[src/rtl/selftest_pkg.sv]
`timescale 1ns/1ps
package selftest_pkg;

  typedef enum logic [2:0] {
    ST_WAIT,
    ST_FSK,
    ST_SYNC,
    ST_PASS,
    ST_FAIL
  } seqState_t;

  // strobes from the sequencer to the datapath
  typedef struct packed {
    logic clrTimer;  // restart tick and millisecond counters
    logic debClr;    // hold the lock debouncer cleared
    logic tclkEn;    // run the test clock divider
    logic toneEn;    // run the alarm tone divider
  } dpCtrl_t;

endpackage

[src/rtl/selftest_sqdiv.sv]
`timescale 1ns/1ps
module selftest_sqdiv #(
  parameter int HALF = 4
) (
  input  logic clk,
  input  logic rstN,
  input  logic en,
  output logic wave
);
  localparam int CW = (HALF > 1) ? $clog2(HALF) : 1;
  localparam logic [CW-1:0] LAST = CW'(HALF - 1);

  logic [CW-1:0] cnt;
  logic          q;

  always_ff @(posedge clk or negedge rstN) begin
    if (!rstN) begin
      cnt <= '0;
      q   <= 1'b0;
    end else if (!en) begin
      cnt <= '0;
      q   <= 1'b0;
    end else if (cnt == LAST) begin
      cnt <= '0;
      q   <= ~q;
    end else begin
      cnt <= cnt + 1'b1;
    end
  end

  assign wave = q & en;
endmodule

[src/rtl/selftest_dp.sv]
`timescale 1ns/1ps
module selftest_dp
  import selftest_pkg::*;
#(
  parameter int TICK_DIV    = 125000,
  parameter int MS_W        = 7,
  parameter int DEB_SAMPLES = 8,
  parameter int TCLK_HALF   = 7812,
  parameter int TONE_HALF   = 52083
) (
  input  logic            clk,
  input  logic            rstN,
  input  dpCtrl_t         ctl,
  input  logic            lockRaw,
  output logic            msTick,
  output logic [MS_W-1:0] msCount,
  output logic            lockDeb,
  output logic            testClk,
  output logic            tone
);
  localparam int TICK_W = (TICK_DIV > 1) ? $clog2(TICK_DIV) : 1;
  localparam logic [TICK_W-1:0] TICK_LAST = TICK_W'(TICK_DIV - 1);
  localparam int DEB_W = (DEB_SAMPLES > 1) ? $clog2(DEB_SAMPLES) : 1;
  localparam logic [DEB_W-1:0] DEB_LAST = DEB_W'(DEB_SAMPLES - 1);
  localparam int HALF_TAB [2] = '{TCLK_HALF, TONE_HALF};

  logic [TICK_W-1:0] tickCnt;
  logic [DEB_W-1:0]  debCnt;
  logic [1:0]        divEn;
  logic [1:0]        divOut;

  assign msTick = (tickCnt == TICK_LAST);

  // millisecond timebase, realigned at every step boundary
  always_ff @(posedge clk or negedge rstN) begin
    if (!rstN) begin
      tickCnt <= '0;
      msCount <= '0;
    end else if (ctl.clrTimer) begin
      tickCnt <= '0;
      msCount <= '0;
    end else if (msTick) begin
      tickCnt <= '0;
      if (msCount != '1) msCount <= msCount + 1'b1;
    end else begin
      tickCnt <= tickCnt + 1'b1;
    end
  end

  // lock debouncer: counts consecutive samples that disagree with the accepted value
  always_ff @(posedge clk or negedge rstN) begin
    if (!rstN) begin
      debCnt  <= '0;
      lockDeb <= 1'b0;
    end else if (ctl.debClr) begin
      debCnt  <= '0;
      lockDeb <= 1'b0;
    end else if (msTick) begin
      if (lockRaw != lockDeb) begin
        if (debCnt == DEB_LAST) begin
          lockDeb <= lockRaw;
          debCnt  <= '0;
        end else begin
          debCnt <= debCnt + 1'b1;
        end
      end else begin
        debCnt <= '0;
      end
    end
  end

  assign divEn = {ctl.toneEn, ctl.tclkEn};

  for (genvar g = 0; g < 2; g++) begin : gDiv
    selftest_sqdiv #(.HALF(HALF_TAB[g])) uDiv (
      .clk  (clk),
      .rstN (rstN),
      .en   (divEn[g]),
      .wave (divOut[g])
    );
  end

  assign testClk = divOut[0];
  assign tone    = divOut[1];
endmodule

[src/rtl/selftest_ctrl.sv]
`timescale 1ns/1ps
module selftest_ctrl
  import selftest_pkg::*;
#(
  parameter int START_MS = 96,
  parameter int STEP_MS  = 50,
  parameter int MS_W     = 7
) (
  input  logic            clk,
  input  logic            rstN,
  input  logic            msTick,
  input  logic [MS_W-1:0] msCount,
  input  logic            fskDetected,
  input  logic            lockDeb,
  output dpCtrl_t         ctl,
  output logic            selfTestMode,
  output logic            fskTestEn,
  output logic            selfTestDone,
  output logic            selfTestPass
);
  localparam logic [MS_W-1:0] START_LAST = MS_W'(START_MS - 1);
  localparam logic [MS_W-1:0] STEP_LAST  = MS_W'(STEP_MS - 1);

  seqState_t state, nxt;
  logic      startDue, stepExpired;

  assign startDue    = msTick && (msCount == START_LAST);
  assign stepExpired = msTick && (msCount == STEP_LAST);

  always_comb begin
    nxt = state;
    case (state)
      ST_WAIT: if (startDue) nxt = ST_FSK;
      ST_FSK: begin
        if (fskDetected)      nxt = ST_SYNC;
        else if (stepExpired) nxt = ST_FAIL;
      end
      ST_SYNC: begin
        if (lockDeb)          nxt = ST_PASS;
        else if (stepExpired) nxt = ST_FAIL;
      end
      default: nxt = state;
    endcase
  end

  always_ff @(posedge clk or negedge rstN) begin
    if (!rstN) state <= ST_WAIT;
    else       state <= nxt;
  end

  always_comb begin
    ctl.clrTimer = (nxt != state);
    ctl.debClr   = (state != ST_SYNC);
    ctl.tclkEn   = (state == ST_SYNC);
    ctl.toneEn   = (state == ST_FAIL);
  end

  assign selfTestMode = (state == ST_FSK) || (state == ST_SYNC);
  assign fskTestEn    = (state == ST_FSK);
  assign selfTestDone = (state == ST_PASS) || (state == ST_FAIL);
  assign selfTestPass = (state == ST_PASS);
endmodule

[src/rtl/power_selftest.sv]
`timescale 1ns/1ps
module power_selftest
  import selftest_pkg::*;
#(
  parameter int CLK_HZ      = 125000000,
  parameter int TEST_CLK_HZ = 8000,
  parameter int TONE_HZ     = 1200,
  parameter int START_MS    = 96,
  parameter int STEP_MS     = 50,
  parameter int DEB_SAMPLES = 8
) (
  input  logic clk,
  input  logic rstN,
  input  logic fskDetected,
  input  logic lockRaw,
  output logic selfTestMode,
  output logic fskTestEn,
  output logic testClkOut,
  output logic selfTestDone,
  output logic selfTestPass,
  output logic alarmTone
);
  localparam int TICK_DIV  = CLK_HZ / 1000;
  localparam int TCLK_HALF = CLK_HZ / (2 * TEST_CLK_HZ);
  localparam int TONE_HALF = CLK_HZ / (2 * TONE_HZ);
  localparam int MAX_MS    = (START_MS > STEP_MS) ? START_MS : STEP_MS;
  localparam int MS_W      = $clog2(MAX_MS + 1);

  dpCtrl_t         ctl;
  logic            msTick;
  logic [MS_W-1:0] msCount;
  logic            lockDeb;

  selftest_ctrl #(
    .START_MS (START_MS),
    .STEP_MS  (STEP_MS),
    .MS_W     (MS_W)
  ) uCtrl (
    .clk          (clk),
    .rstN         (rstN),
    .msTick       (msTick),
    .msCount      (msCount),
    .fskDetected  (fskDetected),
    .lockDeb      (lockDeb),
    .ctl          (ctl),
    .selfTestMode (selfTestMode),
    .fskTestEn    (fskTestEn),
    .selfTestDone (selfTestDone),
    .selfTestPass (selfTestPass)
  );

  selftest_dp #(
    .TICK_DIV    (TICK_DIV),
    .MS_W        (MS_W),
    .DEB_SAMPLES (DEB_SAMPLES),
    .TCLK_HALF   (TCLK_HALF),
    .TONE_HALF   (TONE_HALF)
  ) uDp (
    .clk     (clk),
    .rstN    (rstN),
    .ctl     (ctl),
    .lockRaw (lockRaw),
    .msTick  (msTick),
    .msCount (msCount),
    .lockDeb (lockDeb),
    .testClk (testClkOut),
    .tone    (alarmTone)
  );
endmodule

[config.mk]
export PLATFORM = sky130hd
export DESIGN_NAME = power_selftest
export DESIGN_NICKNAME = d
export VERILOG_FILES = /design/src/rtl/selftest_pkg.sv /design/src/rtl/selftest_sqdiv.sv /design/src/rtl/selftest_dp.sv /design/src/rtl/selftest_ctrl.sv /design/src/rtl/power_selftest.sv
export SDC_FILE = /design/constraint.sdc
export NUM_CORES = 1
export LEC_CHECK = 0
export ABC_AREA = 0
export BUFFER_PORTS_ARGS = -buffer_cell sky130_fd_sc_hd__buf_4
export CAP_MARGIN = 20
export CELL_PAD_IN_SITES_DETAIL_PLACEMENT = 1
export CELL_PAD_IN_SITES_GLOBAL_PLACEMENT = 1
export CORE_MARGIN = 8
export CORE_UTILIZATION = 40
export CTS_CLUSTER_SIZE = 8
export DETAILED_ROUTE_END_ITERATION = 16
export GPL_ROUTABILITY_DRIVEN = 0
export PLACE_DENSITY_LB_ADDON = 0.3
export SLEW_MARGIN = 20
export SYNTH_ARGS = -nofsm -noshare
export SYNTH_HDL_FRONTEND = slang
export SYNTH_SLANG_ARGS = --single-unit
[constraint.sdc]
create_clock -name clk -period 2 [get_ports clk]
set_input_delay 0.2 -clock clk [delete_from_list [all_inputs] [get_ports clk]]
set_output_delay 0.2 -clock clk [all_outputs]
set_load 0.05 [all_outputs]
**Word level (Yosys, flattened, before mapping)**

Cells that the tools add are included.

- Reduce and logical (&&, ||, !) cells: 12
- Add/sub/neg operators: 5
- Eq/ne operators: 16
- Bitwise logic cells: 4
- Multiplexer cells: 26

Operators by type and width:

| kind | number |
|---|---|
| 2-to-1 mux 17 bit | 2 |
| 2-to-1 mux 16 bit | 2 |
| 2-to-1 mux 13 bit | 2 |
| 2-to-1 mux 3 bit | 8 |
| 2-to-1 mux 7 bit | 3 |
| adder 17 x 1 -> 17 bit (second input constant) | 1 |
| == test 17 bit (second input constant) | 1 |
| adder 16 x 1 -> 16 bit (second input constant) | 1 |
| == test 16 bit (second input constant) | 1 |
| adder 13 x 1 -> 13 bit (second input constant) | 1 |
| == test 13 bit (second input constant) | 1 |
| nonzero test 2 bit | 5 |
| case mux 3 bit (3 select lines) | 1 |
| 2-to-1 mux 1 bit | 8 |
| adder 7 x 1 -> 7 bit (second input constant) | 1 |
| == test 7 x 6 -> 1 bit (second input constant) | 1 |
| == test 7 bit (second input constant) | 1 |
| inequality test 7 bit (second input constant) | 1 |
| == test 3 x 2 -> 1 bit (second input constant) | 2 |
| == test 3 bit (second input constant) | 2 |
| inequality test 2 x 1 -> 1 bit (second input constant) | 2 |
| adder 3 x 1 -> 3 bit (second input constant) | 1 |
| == test 3 x 1 -> 1 bit (second input constant) | 1 |
| zero test 3 bit | 1 |
| other kinds (9) | 13 |

- Word-level logic and storage cells: 72
- Input port bits: 4
- Register bits after elaboration: 62

**Longest topological paths before layout**

Gate-level depths: netlist of the first run.

- Word-level depth: 8
- Depth in mapped cells: 8

**Hierarchy**

A second synthesis of the first run with hierarchy kept.

- Cells, all modules: 348
- Area, all modules: 3428.3 sq um

Modules (own cells, without submodules):

| module | area each (sq um) | instances | cells each |
|---|---|---|---|
| selftest_dp | 1491.4 | 1 | 153 |
| selftest_sqdiv at uDp.gDiv[1].uDiv | 894.6 | 1 | 88 |
| selftest_sqdiv at uDp.gDiv[0].uDiv | 710.7 | 1 | 68 |
| selftest_ctrl | 331.6 | 1 | 39 |

**Worst setup path after synthesis of the first run**

Ideal clock, no wire load.

- Kind: register to register
- Start point: register uDp.msCount[0]
- End point: register uDp.msCount[5]
- Buffers on the path: 1
- Data arrival time: 1.620 ns
- Library setup time: 0.128 ns
- Cell stages (with the launch flop): 8
- Path slack: 0.252 ns
- Path through: dfrtp_1 ha_1 and4_1 and3_1 clkbuf_1 nor4b_2 xnor2_1 nor2_1

- Cells in the longest elaborated chain, start to end: 8

RTL lines:

| what | RTL line | source |
|---|---|---|
| from (decl) | selftest_dp.sv:16 | `output logic [MS_W-1:0] msCount,` |
| from (signal assigned) | selftest_dp.sv:44 | `if (msCount != '1) msCount <= msCount + 1'b1;` |
| == test 7 x 6 -> 1 bit | selftest_ctrl.sv:28 | `assign stepExpired = msTick && (msCount == STEP_LAST);` |
| logical AND 1 bit | selftest_ctrl.sv:28 |  |
| 2-to-1 mux 3 bit | selftest_ctrl.sv:36, selftest_ctrl.sv:40 |  |
| 2-to-1 mux 3 bit (on tied branches) | selftest_ctrl.sv:39, selftest_ctrl.sv:35 |  |
| case mux 3 bit (3 select lines) | selftest_ctrl.sv:32 | `case (state)` |
| inequality test 3 bit | selftest_ctrl.sv:52 | `ctl.clrTimer = (nxt != state);` |
| nonzero test 2 bit (no line) | - |  |
| AND reduction 2 bit (no line) | - |  |

Parallel ways exist; a longest one is shown, timed or not. The select of a mux whose other input is x is not followed.
A chain may end at the register's enable or synchronous reset.

**Worst setup path after layout of the first run**

- Start point: register uDp.tickCnt[3]
- End point: register uDp.debCnt[0]

- Cells in the longest elaborated chain, start to end: 2

RTL lines:

| what | RTL line | source |
|---|---|---|
| from (decl) | selftest_dp.sv:27 | `logic [TICK_W-1:0] tickCnt;` |
| from (signal assigned) | selftest_dp.sv:46 | `tickCnt <= tickCnt + 1'b1;` |
| == test 17 bit | selftest_dp.sv:32 | `assign msTick = (tickCnt == TICK_LAST);` |
| nonzero test 2 bit (no line) | - |  |
| to (signal assigned) | selftest_dp.sv:64 | `debCnt <= debCnt + 1'b1;` |
| to (decl) | selftest_dp.sv:28 | `logic [DEB_W-1:0] debCnt;` |

Every way passes these cells.

==> results of run 1 <==
[repair_timing]
| action | 4_1_cts | 5_1_grt |
|---|---|---|
| setup endpoints to repair | 0 | 2 |
| resized for setup | 0 | 1 |
| hold endpoints to repair | 62 | 0 |
| hold buffers | 1 | 0 |
[kinds of logic after synthesis]
| kind of cell | after synthesis |
|---|---|
| flip-flops | 62 |
| buffers and inverters | 21 |
| adder cells (fa/ha/maj) | 8 |
| AO/OA/AOI/OAI | 18 |
| AND/OR/NAND/NOR | 171 |
| XOR/XNOR | 48 |
[tightest hold or removal path: cells and delay by family]
family	cells	cell delay, ns
AOI/OAI and AO/OA	1	0.07
and+or+nand+nor	1	0.08
buffers and inverters	1	0.12
[area by class of cell]
type / instances / area, um^2 / share of cell area (%)
well taps: 102 / 127.6 / 3.461
inverters: 12 / 45.04 / 1.222
multi-input cells: 245 / 1580 / 42.86
clock inverters: 7 / 97.59 / 2.647
repair buffers: 21 / 160.2 / 4.343
flip-flops and latches: 62 / 1553 / 42.11
clock buffers: 9 / 123.9 / 3.359
[per-stage QoR]
stage	std cells	util (%)	worst slack, ns
finish	458	47.47	0.1232
global route	458	47.47	0.04167
CTS	458	47.45	0.05186
detailed placement	441	44.47	0.1628
global placement	441	44.47	0.2214
floorplan	328	-	0.2519
[worst max-delay path by stage]
stage               cells after the start  slack [ns]                         end                  startpoint
floorplan                               7        0.25  uDp.msCount[5]$_DFFE_PN0P_  uDp.msCount[0]$_DFFE_PN0P_
global placement                        5        0.22   uDp.debCnt[0]$_DFFE_PN0P_    uDp.tickCnt[0]$_DFF_PN0_
detailed placement                      5        0.16   uDp.debCnt[0]$_DFFE_PN0P_    uDp.tickCnt[0]$_DFF_PN0_
CTS                                     4        0.05                selfTestMode    uCtrl.state[0]$_DFF_PN0_
global route                            6        0.04  uDp.msCount[2]$_DFFE_PN0P_    uDp.tickCnt[0]$_DFF_PN0_
finish                                  4        0.12   uDp.debCnt[0]$_DFFE_PN0P_    uDp.tickCnt[3]$_DFF_PN0_
[where the power goes]
| group | internal (W) | leakage [nW] | switching [W] |
|---|---|---|---|
| clock network | 0.000705 | 0.106 | 0.000523 |
| logic | 0.00000570 | 0.591 | 0.0000268 |
| registers | 0.00125 | 0.836 | 0 |
[synthesized netlist by cell type, types with 2 or more instances]
library cell / number
nand4b_1: 3
xor2_1: 20
o21ai_0: 4
nor2_1: 66
a21oi_1: 7
nand2b_1: 2
nor4b_1: 3
or3_1: 3
nor3_1: 7
and4_1: 4
nand2_1: 19
clkbuf_1: 2
and3_1: 12
dfrtp_1: 62
ha_1: 8
buf_2: 5
xnor2_1: 28
inv_1: 12
nand4_1: 11
nand3_1: 23
[layout by cell type (no fill, tap or decap), types with 4 or more instances in the layout]
cell type	instances
nor2_1	66
dfrtp_1	61
xnor2_1	28
nand3_1	23
xor2_1	20
buf_4	20
nand2_1	19
inv_1	12
and3_1	12
nand4_1	11
clkbuf_8	9
ha_1	8
a21oi_1	7
nor3_1	7
and4_1	4
o21ai_0	4
[state kept, by name, summed over array words and instances (netlist names)]
signal / count
uCtrl.state: 3
uDp.debCnt: 3
uDp.gDiv.uDiv.cnt: 29
uDp.gDiv.uDiv.q: 2
uDp.lockDeb: 1
uDp.msCount: 7
uDp.tickCnt: 17
[metal layers]
metal | wire length, um | GRT usage, % | share of wire (%)
met2 | 3554 | 22.70 | 51
met5 | 0 | 0 | 0
met3 | 187 | 4.872 | 2.7
met4 | 115 | 4.322 | 1.7
met1 | 3110 | 16.60 | 45
==> results.sh, run 1 <==
export IMPL_outcome="finished clean"
export IMPL_skew_ns=0.008165
export IMPL_syn_cell_area_um2=3228
export IMPL_syn_nets=340
export IMPL_synth_mux_area_fraction_pct=0
export IMPL_min_path_cells=3
export IMPL_endpoint_kind="flop"
export IMPL_rsz0062_at_grt="no"
export IMPL_power_density_nw_per_um2=681.5
export IMPL_setup_viol=0
export IMPL_viasPerCell=5.216
export IMPL_num_vias=2389
export IMPL_arrival_ns=2.14
export IMPL_tns_ns=0
export IMPL_finalNetCount=363
export IMPL_syn_inst=328
export IMPL_cts_root_buf="clkbuf_8"
export IMPL_grt_antenna_before_repair=0
export IMPL_rr_startpoint="uDp.tickCnt[3]$_DFF_PN0_"
export IMPL_synth_seq_cells=62
export IMPL_clock_latency_ns=0.35
export IMPL_seq_area_frac_synth_pct=48.06
export IMPL_worstReg2RegEnd="uDp.debCnt[0]$_DFFE_PN0P_"
export IMPL_fp_dieW_um=105.8
export IMPL_die_h_um=105.8
export IMPL_design_area_um2=3687
export IMPL_worst_endpoint_required_ns=2.27
export IMPL_yosysTopAreaCell="dfrtp_1"
export IMPL_cts_tree="done"
export IMPL_num_io_pins=10
export IMPL_vdd_drop_max_v=0.0003379
export IMPL_synth_area_per_cell_um2=9.842
export IMPL_antenna_left=0
export IMPL_start_util_pct=41.56
export IMPL_drt_drc_violations_left=0
export IMPL_wire_per_inst_um=15.21
export IMPL_netlist_area_leader_share_pct=48.06
export IMPL_grt_pass1_vias=2568
export IMPL_cpPeakStageDelay_ns=0.55
export IMPL_drv_cap=0
export IMPL_core_area_um2=7767
export IMPL_synth_edf_count=0
export IMPL_num_fill_cells=914
export IMPL_finalHoldViolCount=0
export IMPL_first_pass_iters=4
export IMPL_cts_num_sinks=62
export IMPL_power_leakage_nw=1.533
export IMPL_cp_start_kind="flop"
export IMPL_path_clk_slew_ns=0.08
export IMPL_worst_pin_slew_ns=0.8029
export IMPL_period_share_pct=93.84
export IMPL_slew_violations=0
export IMPL_relSlewSlack_pct=46.47
export IMPL_insertedDiodeCount=0
export IMPL_crit_chain="nor4_4 > nand4_2 > or4b_1 > a21oi_1"
export IMPL_synth_ff_type="dfrtp_1"
export IMPL_rrSetupSlack_ns=0.12
export IMPL_area_growth_syn_to_layout_pct=14.22
export IMPL_crit_family="simple AND/OR/NAND/NOR gates"
export IMPL_synth_xor_area_share_pct=13.02
export IMPL_yosys_area_share_simple_pct=28.95
export IMPL_first_iter_violations=64
export IMPL_tritoncts_num_buffers=9
export IMPL_synth_top_family_by_area="simple AND/OR/NAND/NOR gates"
export IMPL_synthAdderAreaFrac_pct=3.101
export IMPL_htreeDepth=3
export IMPL_clockBufferDepth=2
export IMPL_holdWs_ns=0.1632
export IMPL_fmax_mhz=532.8
export IMPL_crit_path_max_fanout=9
export IMPL_synth_compound_area_share_pct=3.876
export IMPL_drive_gt1_share_pct=14.33
export IMPL_cp_slowest_cell="or4b_1"
export IMPL_grt_pass1_wl_um=12510
export IMPL_synth_area_leaders="dfrtp_1, nor2_1, xnor2_1, xor2_1, nand3_1"
export IMPL_synth_distinct_cells=47
export IMPL_fin_crit_ns=1.877
export IMPL_cts_setup_buffers=0
export IMPL_track_usage_pct=13.84
export IMPL_synthArstFlopShare_pct=100.0
export IMPL_rows=32
export IMPL_grt_max_degree=63
export IMPL_r2r_cells=4
export IMPL_portBuffers=9
export IMPL_hp_start="lockRaw"
export IMPL_crit_buf_inv=0
export IMPL_crit_type="reg2reg"
export IMPL_grt_ovfl_total=0
export IMPL_place_area_um2=3455
export IMPL_dpl_hpwl_um=4877
export IMPL_die_area_um2=11200
export IMPL_hp_class="in2reg"
export IMPL_power_w=0.002513
export IMPL_min_to="uDp.lockDeb$_DFFE_PN0P_"
export IMPL_ys_warnings_count=0
export IMPL_finalWirelength_um=6967
(Power assumes the default switching activity.)
==> run 2, diff against run 1 <==
--- a/config.mk
+++ b/config.mk
@@ -8,8 +8,8 @@
 export ABC_AREA = 0
 export BUFFER_PORTS_ARGS = -buffer_cell sky130_fd_sc_hd__buf_4
 export CAP_MARGIN = 20
-export CELL_PAD_IN_SITES_DETAIL_PLACEMENT = 1
-export CELL_PAD_IN_SITES_GLOBAL_PLACEMENT = 1
+export CELL_PAD_IN_SITES_DETAIL_PLACEMENT = 2
+export CELL_PAD_IN_SITES_GLOBAL_PLACEMENT = 2
 export CORE_MARGIN = 8
 export CORE_UTILIZATION = 40
 export CTS_CLUSTER_SIZE = 8
==> constraint.sdc (replaced) <==
create_clock -name clk -period 2.13 [get_ports clk]
set_input_delay 0.213 -clock clk [delete_from_list [all_inputs] [get_ports clk]]
set_output_delay 0.213 -clock clk [all_outputs]
set_load 0.05 [all_outputs]
==> run 2 against run 1 <==
Against the previous run: non-clock buffer count shrank 1; combinational power fell by 4%; critical path depth is 1 higher; global-route usage rose by 1.5 points; setup slack worse by 0.027 ns; fmax is 7.7% lower; core utilization fell by 0.81 points; clock-buffer cell count up 5; critical endpoint unchanged.
==> results.sh, run 2 (synthesized netlist as in run 1, its figures left out) <==
export IMPL_clock_latency_ns=0.33
export IMPL_area_growth_syn_to_layout_pct=12.29
export IMPL_tritoncts_num_buffers=9
export IMPL_fin_ws_ns=0.09617
export IMPL_grt_ovfl_total=0
export IMPL_clockBufferDepth=2
export IMPL_worst_endpoint_required_ns=2.36
export IMPL_cts_root_buf="clkbuf_8"
export IMPL_insertedDiodeCount=0
export IMPL_htreeDepth=3
export IMPL_seqCellArea_um2=1551
export IMPL_rsz0062_at_grt="no"
export IMPL_top_register="uDp.gDiv.uDiv.cnt"
export IMPL_fp_dieW_um=105.8
export IMPL_multi_input_area_um2=1580
export IMPL_cpPeakStageDelay_ns=0.59
export IMPL_drive_gt1_share_pct=12.71
export IMPL_period_share_pct=95.49
export IMPL_core_area_um2=7767
export IMPL_fin_crit_ns=2.034
export IMPL_finalNetCount=362
export IMPL_vdd_drop_max_v=0.0003508
export IMPL_drv_cap=0
export IMPL_endpoint_kind="flop"
export IMPL_finalHoldViolCount=0
export IMPL_crit_type="reg2reg"
export IMPL_cp_slowest_cell="or4b_1"
export IMPL_top_regs="uDp.gDiv.uDiv.cnt (29), uDp.tickCnt (17), uDp.msCount (7)"
export IMPL_hp_class="in2reg"
export IMPL_fmax_mhz=491.7
export IMPL_worst_pin_slew_ns=0.8092
export IMPL_rows=32
export IMPL_num_fill_cells=846
export IMPL_first_pass_iters=4
export IMPL_place_area_um2=3447
export IMPL_grt_antenna_before_repair=0
export IMPL_die_area_um2=11200
export IMPL_antenna_left=0
export IMPL_path_clk_slew_ns=0.07
export IMPL_crit_path_max_fanout=9
export IMPL_tns_ns=0
export IMPL_slew_violations=0
export IMPL_cts_resized=0
export IMPL_crit_chain="ha_1 > and4_1 > nand4_2 > or4b_1 > a21oi_1"
export IMPL_final_common_cell="nor2_1"
export IMPL_ctsHoldBuffers=1
export IMPL_final_cell_mix="nor2_1, dfrtp_1, xnor2_1"
export IMPL_cts_num_sinks=62
export IMPL_largest_register_ffs=29
export IMPL_die_h_um=105.8
export IMPL_relSlewSlack_pct=46.05
export IMPL_arrival_ns=2.27
export IMPL_power_leakage_nw=1.508
export IMPL_drt_drc_violations_left=0
export IMPL_start_util_pct=41.56
export IMPL_setup_viol=0
export IMPL_design_area_um2=3625
export IMPL_portBuffers=9
export IMPL_viasPerCell=5.362
export IMPL_cts_tree="done"
export IMPL_outcome="finished clean"
export IMPL_crit_family="simple AND/OR/NAND/NOR gates"
export IMPL_cts_setup_buffers=0
export IMPL_cp_start_kind="flop"
export IMPL_finalWirelength_um=7980
export IMPL_skew_ns=0.006670
export IMPL_first_iter_violations=45
export IMPL_holdWs_ns=0.1815
export IMPL_power_density_nw_per_um2=587.7
export IMPL_dpl_hpwl_um=5581
export IMPL_dp_slack_ns=0.1951
export IMPL_final_core_util_pct=46.67
export IMPL_grt_pass1_wl_um=13950
export IMPL_grt_pass1_vias=2823
export IMPL_crit_buf_inv=0
export IMPL_track_usage_pct=15.37
export IMPL_wire_per_inst_um=17.50
export IMPL_num_vias=2445
export IMPL_num_io_pins=10
export IMPL_grt_max_degree=63
[run 2: cell types whose count changed in the layout (fill, tap and decap cells not counted), sizes merged]
cell	delta
clkbuf	+5
bufinv	-2
clkinvlp	-2
buf	-1
clkinv	-1
inv	-1
[run 2: worst paths after layout]
path | startpoint | end | slack (ns) | cells after the start
max | uDp.tickCnt[0]$_DFF_PN0_ | uDp.debCnt[0]$_DFFE_PN0P_ | 0.1 | 5
min | lockRaw | uDp.lockDeb$_DFFE_PN0P_ | 0.18 | 3
max reg2reg | uDp.tickCnt[0]$_DFF_PN0_ | uDp.debCnt[0]$_DFFE_PN0P_ | 0.1 | 5
min reg2reg | uDp.gDiv[0].uDiv.cnt[0]$_DFF_PN0_ | uDp.gDiv[0].uDiv.cnt[0]$_DFF_PN0_ | 0.52 | 1
max in group asynchronous | rstN | uDp.tickCnt[3]$_DFF_PN0_ | 1.09 | 2
min in group asynchronous | rstN | uDp.gDiv[0].uDiv.cnt[0]$_DFF_PN0_ | 0.53 | 2
[run 2: through the flow]
stage / cells / power (W)
global route: 456 / 0.002209
floorplan: 328 / 0.001201
finish: 456 / 0.002130
CTS: 456 / 0.002170
global placement: 440 / 0.001230
detailed placement: 440 / 0.001231
[run 2: routing by layer]
metal | track usage (%) | part of all wire (%) | routed length [um] | vias to the layer above
li1 | - | - | - | 1162
met1 | 17.48 | 43 | 3462 | 1244
met2 | 27.26 | 52 | 4175 | 24
met3 | 3.593 | 2.2 | 177 | 15
met4 | 5.829 | 2.1 | 164 | 0
met5 | 0 | 0 | 0 | -
[run 2: tightest hold or removal path, delay by kind of cell]
family | cells | cell delay [ns]
AOI/OAI and AO/OA | 1 | 0.07
and+or+nand+nor | 1 | 0.08
buffers and inverters | 1 | 0.12
[run 2: layout make-up]
cell class	count	share of cell area, %
Clock inverter	1	0.1381
Inverter	12	1.243
Sequential cell	62	42.80
Timing Repair Buffer	20	4.211
Clock buffer	14	4.487
Multi-Input combinational cell	245	43.60
Tap cell	102	3.521
[run 2: where the power goes]
part | internal (W) | switching, W
logic | 0.00000535 | 0.0000257
registers | 0.00118 | 0
clock network | 0.000480 | 0.000442
==> run 3, diff against run 2 <==
--- a/config.mk
+++ b/config.mk
@@ -19,4 +19,5 @@
 export SLEW_MARGIN = 20
 export SYNTH_ARGS = -nofsm -noshare
 export SYNTH_HDL_FRONTEND = slang
+export SYNTH_HIERARCHICAL = 1
 export SYNTH_SLANG_ARGS = --single-unit
==> constraint.sdc (replaced) <==
create_clock -name clk -period 2.13 [get_ports clk]
set_input_delay 0.1065 -clock clk [delete_from_list [all_inputs] [get_ports clk]]
set_output_delay 0.1065 -clock clk [all_outputs]
set_load 0.05 [all_outputs]
==> run 3 against run 2 <==
Against the previous run: the flow now finishes with violations (setup timing); die area increased by 5.3%; worst hold slack got worse by 0.14 ns; clock power increased by 16%; combinational power increased by 8.4%; core utilization increased by 2.3 points; first-iteration DRC count increased by 53%; via count increased by 16%; register-to-register slack got worse by 0.48 ns; setup slack got worse by 0.48 ns; clock skew increased by 0.0022 ns; critical path type unchanged; critical endpoint is now uDp/tickCnt[14]$_DFF_PN0_; largest cell class unchanged; largest power group unchanged.
==> results.sh, run 3 <==
export IMPL_outcome="finished, violations left"
export IMPL_violations="setup timing"
export IMPL_viasPerCell=5.763
export IMPL_yosysTopAreaCell="dfrtp_1"
export IMPL_crit_end="uDp/tickCnt[14]$_DFF_PN0_"
export IMPL_first_iter_violations=69
export IMPL_path_clk_slew_ns=0.07
export IMPL_clockBufferDepth=2
export IMPL_syn_cell_area_um2=3428
export IMPL_top_regs="uDp/gDiv.uDiv/cnt (29), uDp/tickCnt (17), uDp/msCount (7)"
export IMPL_start_util_pct=41.52
export IMPL_fmax_mhz=397.4
export IMPL_relSlewSlack_pct=44.99
export IMPL_cp_start_kind="flop"
export IMPL_finalHoldViolCount=0
export IMPL_final_common_cell="dfrtp_1"
export IMPL_top_register="uDp/gDiv.uDiv/cnt"
export IMPL_skew_ns=0.008844
export IMPL_place_inst=474
export IMPL_rrSetupSlack_ns=-0.39
export IMPL_antenna_left=0
export IMPL_grt_max_degree=63
export IMPL_endpoint_kind="flop"
export IMPL_core_area_um2=8258
export IMPL_synth_seq_cells=62
export IMPL_num_fill_cells=882
export IMPL_synth_area_per_cell_um2=9.851
export IMPL_seq_area_frac_synth_pct=45.26
export IMPL_cp_slowest_cell="or4b_4"
export IMPL_tritoncts_num_buffers=9
export IMPL_syn_nets=359
export IMPL_die_area_um2=11790
export IMPL_cpPeakStageDelay_ns=0.55
export IMPL_portBuffers=9
export IMPL_period_share_pct=118.1
export IMPL_cts_root_buf="clkbuf_8"
export IMPL_worst_endpoint_required_ns=2.35
export IMPL_stdcell_count=494
export IMPL_setup_viol=26
export IMPL_arrival_ns=2.73
export IMPL_fin_ws_ns=-0.3862
export IMPL_crit_type="reg2reg"
export IMPL_worst_pin_slew_ns=0.8252
export IMPL_worstReg2RegEnd="uDp/tickCnt[14]$_DFF_PN0_"
export IMPL_htreeDepth=3
export IMPL_wire_per_inst_um=20.23
export IMPL_grt_pass1_wl_um=16330
export IMPL_synth_ff_type="dfrtp_1"
export IMPL_grt_pass1_vias=3213
export IMPL_r2r_cells=8
export IMPL_fp_dieW_um=108.6
export IMPL_crit_chain="or4b_4 > or4_4 > nor2_4 > and4b_1 > o2111ai_1 > nand3b_1 > a21o_4 > nor2_1"
export IMPL_drt_drc_violations_left=0
export IMPL_drv_cap=0
export IMPL_rr_startpoint="uDp/tickCnt[3]$_DFF_PN0_"
export IMPL_syn_inst=348
export IMPL_dpl_hpwl_um=6422
export IMPL_post_synth_top_count_cell="dfrtp_1"
export IMPL_critPathLaunch="uDp/tickCnt[3]$_DFF_PN0_"
export IMPL_cts_tree="done"
export IMPL_synthArstFlopShare_pct=100.0
export IMPL_finalNetCount=395
export IMPL_fin_crit_ns=2.516
export IMPL_first_pass_iters=4
export IMPL_num_vias=2847
export IMPL_drive_gt1_share_pct=22.62
export IMPL_num_io_pins=10
export IMPL_synthTopCellsByCount="dfrtp_1, nor2_1, xnor2_1, nand3_1, nand2_1"
export IMPL_largest_register_ffs=29
export IMPL_hp_class="in2reg"
export IMPL_finalWirelength_um=9995
export IMPL_vdd_drop_max_v=0.0002488
export IMPL_synth_distinct_cells=58
export IMPL_rsz0062_at_grt="yes"
export IMPL_die_h_um=108.6
export IMPL_grt_ovfl_total=0
export IMPL_cts_num_sinks=62
export IMPL_netlist_area_leader_share_pct=45.26
export IMPL_dp_slack_ns=-0.3176
export IMPL_crit_path_max_fanout=8
export IMPL_insertedDiodeCount=0
export IMPL_place_area_um2=3754
export IMPL_tns_ns=-9.222
export IMPL_rows=33
export IMPL_design_area_um2=4043
export IMPL_power_leakage_nw=1.691
export IMPL_clock_latency_ns=0.34
export IMPL_grt_antenna_before_repair=0
export IMPL_synth_edf_count=0
export IMPL_slew_violations=0
export IMPL_final_cell_mix="dfrtp_1, nor2_1, buf_4"
export IMPL_power_density_nw_per_um2=564.9
export IMPL_final_core_util_pct=48.95
export IMPL_track_usage_pct=17.69
export IMPL_area_growth_syn_to_layout_pct=17.92
export IMPL_ys_warnings_count=6
export IMPL_synth_area_leaders="dfrtp_1, xnor2_1, nor2_1, xor2_1, nand4_1"
==> run 3: changes by cell type after synthesis, sizes merged, moves of 8 or more <==
cell / before / now
and2: 1 / 9
and3: 13 / 5
nor2: 67 / 59
xor2: 20 / 12
==> run 3: kinds of logic (layout without fill, tap and decap cells) <==
logic type / Yosys count / after routing / share of synthesized area, %
AO/OA/AOI/OAI: 35 / 36 / 6.497
XOR/XNOR: 43 / 43 / 10.99
buffers and inverters: 24 / 64 / 3.503
adder cells (fa/ha/maj): 7 / 7 / 2.555
flip-flops: 62 / 62 / 45.26
AND/OR/NAND/NOR: 177 / 177 / 31.20
==> run 3: worst min path at each step <==
stage,cells after the start,from,to
CTS,3,lockRaw,uDp/lockDeb$_DFFE_PN0P_
global route,3,lockRaw,uDp/lockDeb$_DFFE_PN0P_
floorplan,0,rstN,uCtrl/state[0]$_DFF_PN0_
global placement,1,rstN,uDp/gDiv[0].uDiv/cnt[4]$_DFF_PN0_
detailed placement,1,rstN,uDp/gDiv[0].uDiv/cnt[4]$_DFF_PN0_
finish,3,lockRaw,uDp/lockDeb$_DFFE_PN0P_
==> run 3: where the power goes <==
part | internal (W) | switching, W | leakage [nW]
Combinational | 0.00000733 | 0.0000264 | 0.793
Clock | 0.000604 | 0.000469 | 0.0996
Sequential | 0.00118 | 0 | 0.799
Total | 0.00179 | 0.000496 | 1.69
==> run 3: layer usage <==
layer  GRT usage (%)  wire [um]  vias to the layer above
li1                -          -                     1317
met1           21.12       4404                     1489
met2           30.47       5200                       26
met3           3.510        210                       15
met4           7.136        179                        0
met5               0          0                        -
==> run 3: area by class of cell <==
class	count	area, um^2	area share [%]
Sequential cell	62	1553	38.41
Inverter	12	45.04	1.114
Clock inverter	3	42.54	1.052
Tap cell	105	131.4	3.250
Multi-Input combinational cell	263	1833	45.34
Clock buffer	13	158.9	3.931
Timing Repair Buffer	36	279.0	6.902
==> run 3: what timing repair did <==
item | in CTS | in global routing
resized for setup | 12 | 2
cloned | 0 | 1
setup buffers | 0 | 2
pin swaps | 2 | 2
endpoints found under the setup margin | 28 | 28
hold buffers | 2 | 0
endpoints found under the hold margin | 63 | 0
==> run 3: critical path: cells and delay by family (launching register included) <==
| kind | cells | cell delay [ns] |
|---|---|---|
| and+or+nand+nor | 6 | 1.70 |
| DFF | 1 | 0.38 |
| AOI/OAI and AO/OA | 2 | 0.31 |
==> run 3: through the flow <==
step                hold WS [ns]  total power, W
global route             0.03884        0.002378
CTS                      0.03020        0.002324
floorplan                -0.1891        0.001202
finish                   0.04611        0.002284
global placement          0.2510        0.001231
detailed placement        0.2574        0.001232
